<file path="config.mk">
export PLATFORM = sky130hd
export DESIGN_NAME = adc_seq_ctrl
export DESIGN_NICKNAME = d
export VERILOG_FILES = /design/src/rtl/adc_seq_pkg.sv /design/src/rtl/adc_frame_shifter.sv /design/src/rtl/adc_pwr_tracker.sv /design/src/rtl/adc_seq_ctrl.sv
export SDC_FILE = /design/constraint.sdc
export NUM_CORES = 1
export LEC_CHECK = 0
export BUFFER_PORTS_ARGS = -buffer_cell sky130_fd_sc_hd__buf_4
export CORE_ASPECT_RATIO = 0.7
export CORE_MARGIN = 2
export CORE_UTILIZATION = 55
export CTS_CLUSTER_SIZE = 25
export DETAILED_ROUTE_END_ITERATION = 16
export PLACE_DENSITY_LB_ADDON = 0.25
export SYNTH_ARGS = -nofsm -noshare
export SYNTH_HDL_FRONTEND = slang
export SYNTH_HIERARCHICAL = 1
export SYNTH_SLANG_ARGS = --single-unit
export TNS_END_PERCENT = 100
</file>
<file path="constraint.sdc">
create_clock -name clk -period 5.8 [get_ports clk]
set_clock_uncertainty 0.2 [all_clocks]
set_input_delay 0.87 -clock clk [delete_from_list [all_inputs] [get_ports clk]]
set_output_delay 0.87 -clock clk [all_outputs]
set_load 0.01 [all_outputs]
</file>
<file path="src/rtl/adc_seq_pkg.sv">
`timescale 1ns/1ps
// Shared types and field positions for the ADC conversion and power sequencer.
package adc_seq_pkg;
    localparam int CFG_W     = 8;   // configuration word width
    localparam int FRAME_LEN = 16;  // SCK periods per frame
    localparam int BIT_NAP   = 1;   // nap request bit in the word
    localparam int BIT_SLEEP = 0;   // sleep request bit in the word

    typedef enum logic [1:0] {
        PWR_ON    = 2'd0,
        PWR_NAP   = 2'd1,
        PWR_SLEEP = 2'd2,
        PWR_WAKE  = 2'd3
    } pwr_e;

    typedef enum logic [2:0] {
        SQ_IDLE, SQ_CONV_HI, SQ_CONV_WAIT, SQ_FRAME,
        SQ_WAKE_HI, SQ_WAKE_FRAME, SQ_SETTLE
    } seq_e;
endpackage

</file>
<file path="src/rtl/adc_frame_shifter.sv">
`timescale 1ns/1ps
// Serial frame engine. On start it runs FRAME_LEN SCK periods of
// 2*half_div clocks each. SCK idles low, SDI shifts on falling edges and
// SDO is sampled on rising edges. Assumes half_div is held stable during a
// frame and that start is only given while the engine is idle.
module adc_frame_shifter
    import adc_seq_pkg::*;
#(
    parameter int DIV_W = 8,
    localparam int IDX_W = $clog2(FRAME_LEN + 1)
) (
    input  logic                 clk,
    input  logic                 rst_n,
    input  logic                 start,
    input  logic [CFG_W-1:0]     word_in,
    input  logic [DIV_W-1:0]     half_div,
    input  logic                 sdo,
    output logic                 sck,
    output logic                 sdi,
    output logic                 active,
    output logic                 fall_now,
    output logic [IDX_W-1:0]     fall_idx,
    output logic                 last_now,
    output logic [FRAME_LEN-1:0] rx_word,
    output logic [CFG_W-1:0]     word_q
);
    logic [DIV_W-1:0]     half_cnt;
    logic [DIV_W-1:0]     half_lim;
    logic [IDX_W-1:0]     falls_q;
    logic [FRAME_LEN-1:0] tx_sr;
    logic [FRAME_LEN-1:0] rx_sr;
    logic                 sck_q;
    logic                 edge_now;

    // A zero divider behaves as one.
    assign half_lim = (half_div == '0) ? DIV_W'(1) : half_div;
    // An SCK edge is due when the half-period count expires.
    assign edge_now = active && (half_cnt == half_lim - DIV_W'(1));
    assign fall_now = edge_now && sck_q;
    assign fall_idx = falls_q + IDX_W'(1);
    assign last_now = fall_now && (falls_q == IDX_W'(FRAME_LEN - 1));
    assign sck      = sck_q;
    assign sdi      = tx_sr[FRAME_LEN-1];
    assign rx_word  = rx_sr;

    // Frame sequencing: load, toggle SCK, shift out on fall, sample on rise.
    always_ff @(posedge clk) begin
        if (!rst_n) begin
            active   <= 1'b0;
            sck_q    <= 1'b0;
            half_cnt <= '0;
            falls_q  <= '0;
            tx_sr    <= '0;
            rx_sr    <= '0;
            word_q   <= '0;
        end else if (start && !active) begin
            active   <= 1'b1;
            sck_q    <= 1'b0;
            half_cnt <= '0;
            falls_q  <= '0;
            tx_sr    <= {word_in, {(FRAME_LEN - CFG_W){1'b0}}};
            rx_sr    <= '0;
            word_q   <= word_in;
        end else if (active) begin
            if (edge_now) begin
                half_cnt <= '0;
                if (!sck_q) begin
                    sck_q <= 1'b1;
                    rx_sr <= {rx_sr[FRAME_LEN-2:0], sdo};
                end else begin
                    sck_q   <= 1'b0;
                    tx_sr   <= {tx_sr[FRAME_LEN-2:0], 1'b0};
                    falls_q <= falls_q + IDX_W'(1);
                    if (last_now) active <= 1'b0;
                end
            end else begin
                half_cnt <= half_cnt + DIV_W'(1);
            end
        end
    end

    // data out is held for the whole high phase of SCK.
    a_r2_sdi_hold_high: assert property (@(posedge clk) disable iff (!rst_n)
        (sck_q && $past(sck_q)) |-> $stable(sdi));
    // a frame ends only after its full count of falling edges.
    a_r1_frame_length: assert property (@(posedge clk) disable iff (!rst_n)
        $fell(active) |-> ($past(falls_q) == IDX_W'(FRAME_LEN - 1)));
endmodule

</file>
<file path="src/rtl/adc_pwr_tracker.sv">
`timescale 1ns/1ps
// Converter power-state tracker. Follows on, nap, sleep and settling from
// the busy rise and the SCK falling-edge events of the frame engine, and
// counts the wake settle time in system clocks. Assumes the frame events
// are single-cycle strobes aligned with the SCK falling edge.
module adc_pwr_tracker
    import adc_seq_pkg::*;
#(
    parameter int SETTLE_CYCLES = 1000,
    localparam int IDX_W = $clog2(FRAME_LEN + 1),
    localparam int CNT_W = $clog2(SETTLE_CYCLES + 1)
) (
    input  logic             clk,
    input  logic             rst_n,
    input  logic             busy_rise,
    input  logic             fall_now,
    input  logic [IDX_W-1:0] fall_idx,
    input  logic             last_now,
    input  logic             frm_nap,
    input  logic             frm_sleep,
    output pwr_e             pwr
);
    logic             nap_armed;
    logic [CNT_W-1:0] settle_cnt;

    // Power-state transitions and the nap arm flag.
    always_ff @(posedge clk) begin
        if (!rst_n) begin
            pwr        <= PWR_ON;
            nap_armed  <= 1'b0;
            settle_cnt <= '0;
        end else begin
            if (last_now) nap_armed <= frm_nap && !frm_sleep;
            unique case (pwr)
                PWR_ON: begin
                    if (last_now && frm_sleep) begin
                        pwr <= PWR_SLEEP;
                    end else if (busy_rise && nap_armed) begin
                        pwr       <= PWR_NAP;
                        nap_armed <= 1'b0;
                    end
                end
                PWR_NAP: begin
                    if (fall_now && fall_idx == IDX_W'(2)) pwr <= PWR_ON;
                end
                PWR_SLEEP: begin
                    if (last_now && !frm_sleep) begin
                        pwr        <= PWR_WAKE;
                        settle_cnt <= '0;
                    end
                end
                PWR_WAKE: begin
                    if (settle_cnt == CNT_W'(SETTLE_CYCLES - 1)) pwr <= PWR_ON;
                    else settle_cnt <= settle_cnt + CNT_W'(1);
                end
                default: pwr <= PWR_ON;
            endcase
        end
    end

    // nap ends at the second falling SCK of the frame.
    a_r5_nap_exit: assert property (@(posedge clk) disable iff (!rst_n)
        (pwr == PWR_NAP && fall_now && fall_idx == IDX_W'(2)) |=> (pwr == PWR_ON));
    // a sleep word always ends in sleep, nap bit or not.
    a_r6_sleep_entry: assert property (@(posedge clk) disable iff (!rst_n)
        (last_now && frm_sleep) |=> (pwr == PWR_SLEEP));
endmodule

</file>
<file path="src/rtl/adc_seq_ctrl.sv">
`timescale 1ns/1ps
// Top of the ADC conversion and power sequencer. Accepts a request,
// pulses convert-start, waits for the busy rise, runs one serial frame and
// reports the result. While the converter sleeps, the wake sequence and
// settle wait run first. Assumes adc_busy and adc_sdo are synchronous to clk.
module adc_seq_ctrl
    import adc_seq_pkg::*;
#(
    parameter int DIV_W          = 8,
    parameter int CONV_HI_CYCLES = 4,
    parameter int SETTLE_CYCLES  = 1000
) (
    input  logic                 clk,
    input  logic                 rst_n,
    input  logic                 req_valid,
    input  logic [CFG_W-1:0]     req_word,
    output logic                 req_ready,
    input  logic [DIV_W-1:0]     sck_half,
    output logic                 adc_convst,
    input  logic                 adc_busy,
    output logic                 adc_sck,
    output logic                 adc_sdi,
    input  logic                 adc_sdo,
    output logic                 done,
    output logic [FRAME_LEN-1:0] done_result,
    output logic [CFG_W-1:0]     done_word,
    output logic [1:0]           pwr_state
);
    localparam int HI_W  = $clog2(CONV_HI_CYCLES + 1);
    localparam int IDX_W = $clog2(FRAME_LEN + 1);

    seq_e                 state;
    logic [HI_W-1:0]      hi_cnt;
    logic [CFG_W-1:0]     cur_word;
    logic                 busy_q;
    logic                 busy_rise;
    logic                 frm_start;
    logic [CFG_W-1:0]     frm_word;
    logic                 frm_active;
    logic                 fall_now;
    logic [IDX_W-1:0]     fall_idx;
    logic                 last_now;
    logic [FRAME_LEN-1:0] rx_word;
    logic [CFG_W-1:0]     frm_word_q;
    pwr_e                 pwr;

    assign busy_rise  = adc_busy && !busy_q;
    assign frm_start  = (state == SQ_CONV_WAIT && busy_rise) || (state == SQ_WAKE_HI);
    assign frm_word   = (state == SQ_WAKE_HI) ? (cur_word & ~(CFG_W'(1) << BIT_SLEEP)) : cur_word;
    assign adc_convst = (state == SQ_CONV_HI) || (state == SQ_WAKE_HI) || (state == SQ_WAKE_FRAME);
    assign req_ready  = (state == SQ_IDLE);
    assign pwr_state  = pwr;

    // Busy edge detector; the line idles high.
    always_ff @(posedge clk) begin
        if (!rst_n) busy_q <= 1'b1;
        else        busy_q <= adc_busy;
    end

    // Request sequencer: conversion, frame, wake and settle.
    always_ff @(posedge clk) begin
        if (!rst_n) begin
            state       <= SQ_IDLE;
            hi_cnt      <= '0;
            cur_word    <= '0;
            done        <= 1'b0;
            done_result <= '0;
            done_word   <= '0;
        end else begin
            done <= 1'b0;
            unique case (state)
                SQ_IDLE: begin
                    hi_cnt <= '0;
                    if (req_valid) begin
                        cur_word <= req_word;
                        state    <= (pwr == PWR_SLEEP) ? SQ_WAKE_HI : SQ_CONV_HI;
                    end
                end
                SQ_CONV_HI: begin
                    if (hi_cnt == HI_W'(CONV_HI_CYCLES - 1)) state <= SQ_CONV_WAIT;
                    else hi_cnt <= hi_cnt + HI_W'(1);
                end
                SQ_CONV_WAIT: if (busy_rise) state <= SQ_FRAME;
                SQ_FRAME: begin
                    if (last_now) begin
                        done        <= 1'b1;
                        done_result <= rx_word;
                        done_word   <= cur_word;
                        state       <= SQ_IDLE;
                    end
                end
                SQ_WAKE_HI:    state <= SQ_WAKE_FRAME;
                SQ_WAKE_FRAME: if (last_now) state <= SQ_SETTLE;
                SQ_SETTLE: begin
                    if (pwr == PWR_ON) begin
                        hi_cnt <= '0;
                        state  <= SQ_CONV_HI;
                    end
                end
                default: state <= SQ_IDLE;
            endcase
        end
    end

    adc_frame_shifter #(.DIV_W(DIV_W)) u_frame (
        .clk      (clk),
        .rst_n    (rst_n),
        .start    (frm_start),
        .word_in  (frm_word),
        .half_div (sck_half),
        .sdo      (adc_sdo),
        .sck      (adc_sck),
        .sdi      (adc_sdi),
        .active   (frm_active),
        .fall_now (fall_now),
        .fall_idx (fall_idx),
        .last_now (last_now),
        .rx_word  (rx_word),
        .word_q   (frm_word_q)
    );

    adc_pwr_tracker #(.SETTLE_CYCLES(SETTLE_CYCLES)) u_pwr (
        .clk       (clk),
        .rst_n     (rst_n),
        .busy_rise (busy_rise),
        .fall_now  (fall_now),
        .fall_idx  (fall_idx),
        .last_now  (last_now),
        .frm_nap   (frm_word_q[BIT_NAP]),
        .frm_sleep (frm_word_q[BIT_SLEEP]),
        .pwr       (pwr)
    );

    // a conversion frame is entered only on a busy rise.
    a_r4_frame_after_busy: assert property (@(posedge clk) disable iff (!rst_n)
        (state == SQ_FRAME && $past(state) == SQ_CONV_WAIT) |-> $past(busy_rise));
    // SCK stays low while the converter reports busy.
    a_r4_no_sck_in_busy: assert property (@(posedge clk) disable iff (!rst_n)
        !adc_busy |-> !adc_sck);
    // convert-start never falls during sleep.
    a_r7_sleep_convst: assert property (@(posedge clk) disable iff (!rst_n)
        (pwr == PWR_SLEEP && $past(pwr) == PWR_SLEEP) |-> !$fell(adc_convst));
    // no convert-start while the reference settles.
    a_r8_settle_quiet: assert property (@(posedge clk) disable iff (!rst_n)
        (pwr == PWR_WAKE) |-> !adc_convst);
    // the done strobe lasts a single cycle.
    a_r3_done_pulse: assert property (@(posedge clk) disable iff (!rst_n)
        done |=> !done);
    // a frame never runs while a request could be accepted.
    a_r9_ready_idle: assert property (@(posedge clk) disable iff (!rst_n)
        req_ready |-> !frm_active);
endmodule

</file>
==> impl_metrics.toml <==
[clocking]
post_cts_buffers = 0
clock_sinks = 94
htreeDepth = 3
cts_buffers = 9
cts_tree = "yes"
cts_repair_resize_count = 0
cts_root_buffer = "clkbuf_16"
clk_pin_slew_ns = 0.06
clkLatencyLatePin_ns = 0.34
ctsLongestPathBuffers = 2
hold_buffers = 0

[sta]
tns_ns = 0
timing.final.crit_share_pct = 82.62
rsz0062_at_grt = "false"
slew_headroom_pct = 32.64
hold_viol_final = 0
slew_violations = 0
fmax_mhz = 208.7
finalCriticalPeriod_ns = 4.792
tightest_slew_ns = 1.008
setup_viol = 0

[final_layout]
layout_commonest_cell = "nand2_1"
fillerInstances = 733
final_nets = 608
multi_input_area_um2 = 2552
final_area_um2 = 5296
seq_area_um2 = 1882
fin_cells = 688
antenna_cells = 0
drive_gt1_share_pct = 15.95
final_cell_mix = "nand2_1, dfxtp_1, buf_4"
syn2layout_area_growth_pct = 13.94
utilization_pct = 63.52

[worst_setup_path]
end_kind = "flip-flop"
start_kind = "input port"
startpoint = "sck_half[2]"
crit_required_ns = 5.81
crit_path_max_fanout = 33
path_class = "input port to flip-flop"
r2r_start = "u_frame/half_cnt[2]"
r2r_slack_ns = 2.00
arrival_ns = 4.80

[die]
fp-row-count = 28
die_height_um = 80.92
die_w_um = 113.9
start_util_pct = 55.75
ios = 52
core_um2 = 8338
dieArea_um2 = 9215

[route]
drc_errors = 0
route.vias.total = 4092
viasPerCell = 5.948
detail_route.first_pass.iterations = 5
wl_per_cell_um = 15.26
final_antenna_net_count = 0
drt_iter0_drc = 326
totalWireLength_mm = 10.50

[logic_synthesis]
synth_warnings = 6
synth_cells = 551
syn_nets = 579
synth_area_um2 = 4648
synth.avg_cell_area_um2 = 8.436

[global_routing]
grt_pass1_wl_mm = 17.44
grt.overflow.total = 0
first_global_vias = 3757
grt_max_degree = 67
antenna_found_initial = 0
grt_util_all_layers_pct = 23.40

[placement]
place_hpwl_mm = 7.044
io_buffers = 51
dp.cells = 674
placed_cell_area_um2 = 5009
gp_congestion = 0.8301

[run_status]
status = "finished clean"

[hold_path]
hp-start = "done_result[11]"
hold_path_class = "flip-flop to flip-flop"

[pwr]
p_per_area_nw_per_um2 = 256.7
p_leak_nw = 1.923
vdd_drop_max_v = 0.0001525

[flow_run]
cap_violations = 0
==> metal layers <==
layer / vias to the layer above / track usage, % / share of wire, %
li1: 2025 / - / -
met1: 1946 / 30.68 / 47
met2: 109 / 38.86 / 47
met3: 12 / 4.478 / 4.0
met4: 0 / 8.780 / 1.5
met5: - / 0 / 0
==> flip-flops by register name, summed over array words and instances, names as in the netlist <==
name	cells
cur_word	8
u_pwr/settle_cnt	10
hi_cnt	3
busy_q	1
u_frame/word_q	2
done_result	16
done	1
done_word	8
u_pwr/nap_armed	1
u_frame/half_cnt	8
u_frame/sck	1
u_frame/rx_word	16
u_frame/falls_q	5
u_frame/active	1
u_frame/tx_sr	8
u_pwr/pwr	2
state	3
==> worst paths after layout <==
path / endpoint / cells after the start
worst max-delay path: u_pwr/settle_cnt[6] / 15
worst max register to register: u_pwr/settle_cnt[6] / 11
worst min register to register: done_result[11] / 2
worst min-delay path: done_result[11] / 2
==> critical path, stage by stage <==
cell and delay (ns):
buf_4 0.14, nor4_2 0.41, a21oi_1 0.18, ha_1 0.30, xnor3_1 0.25, a32oi_1 0.08, a2111oi_2 0.50, o21ai_2 0.10
buf_4 0.25, nor3_4 0.36, and4_1 0.44, nand4bb_1 0.32, and2_1 0.31, o21ai_0 0.19, a21oi_1 0.08
==> area by class of cell <==
| cell class | instances | share of cell area (%) |
|---|---|---|
| clock buffer | 10 | 4.512 |
| clock inverter | 4 | 0.9213 |
| inverter | 10 | 0.7087 |
| multi-input combinational | 411 | 48.19 |
| sequential | 94 | 35.53 |
| tap | 105 | 2.481 |
| timing repair buffer | 54 | 7.654 |
==> power breakdown <==
group	internal, W	switching (W)	total [W]
clock	0.000340	0.000233	0.000572
combinational	0.0000480	0.0000637	0.000112
sequential	0.000657	0.0000179	0.000675
==> metrics by stage <==
stage | hold WS [ns] | power [W] | setup WS (ns)
2_1_floorplan | 0.2273 | 0.0007633 | 1.628
3_3_place_gp | 0.2439 | 0.0007948 | 1.027
3_5_place_dp | 0.2471 | 0.0007999 | 0.7644
4_1_cts | 0.2557 | 0.001368 | 1.059
5_1_grt | 0.2772 | 0.001407 | 0.7432
6_report | 0.2536 | 0.001359 | 1.008
No activity file was read; power rests on OpenSTA's default activity.
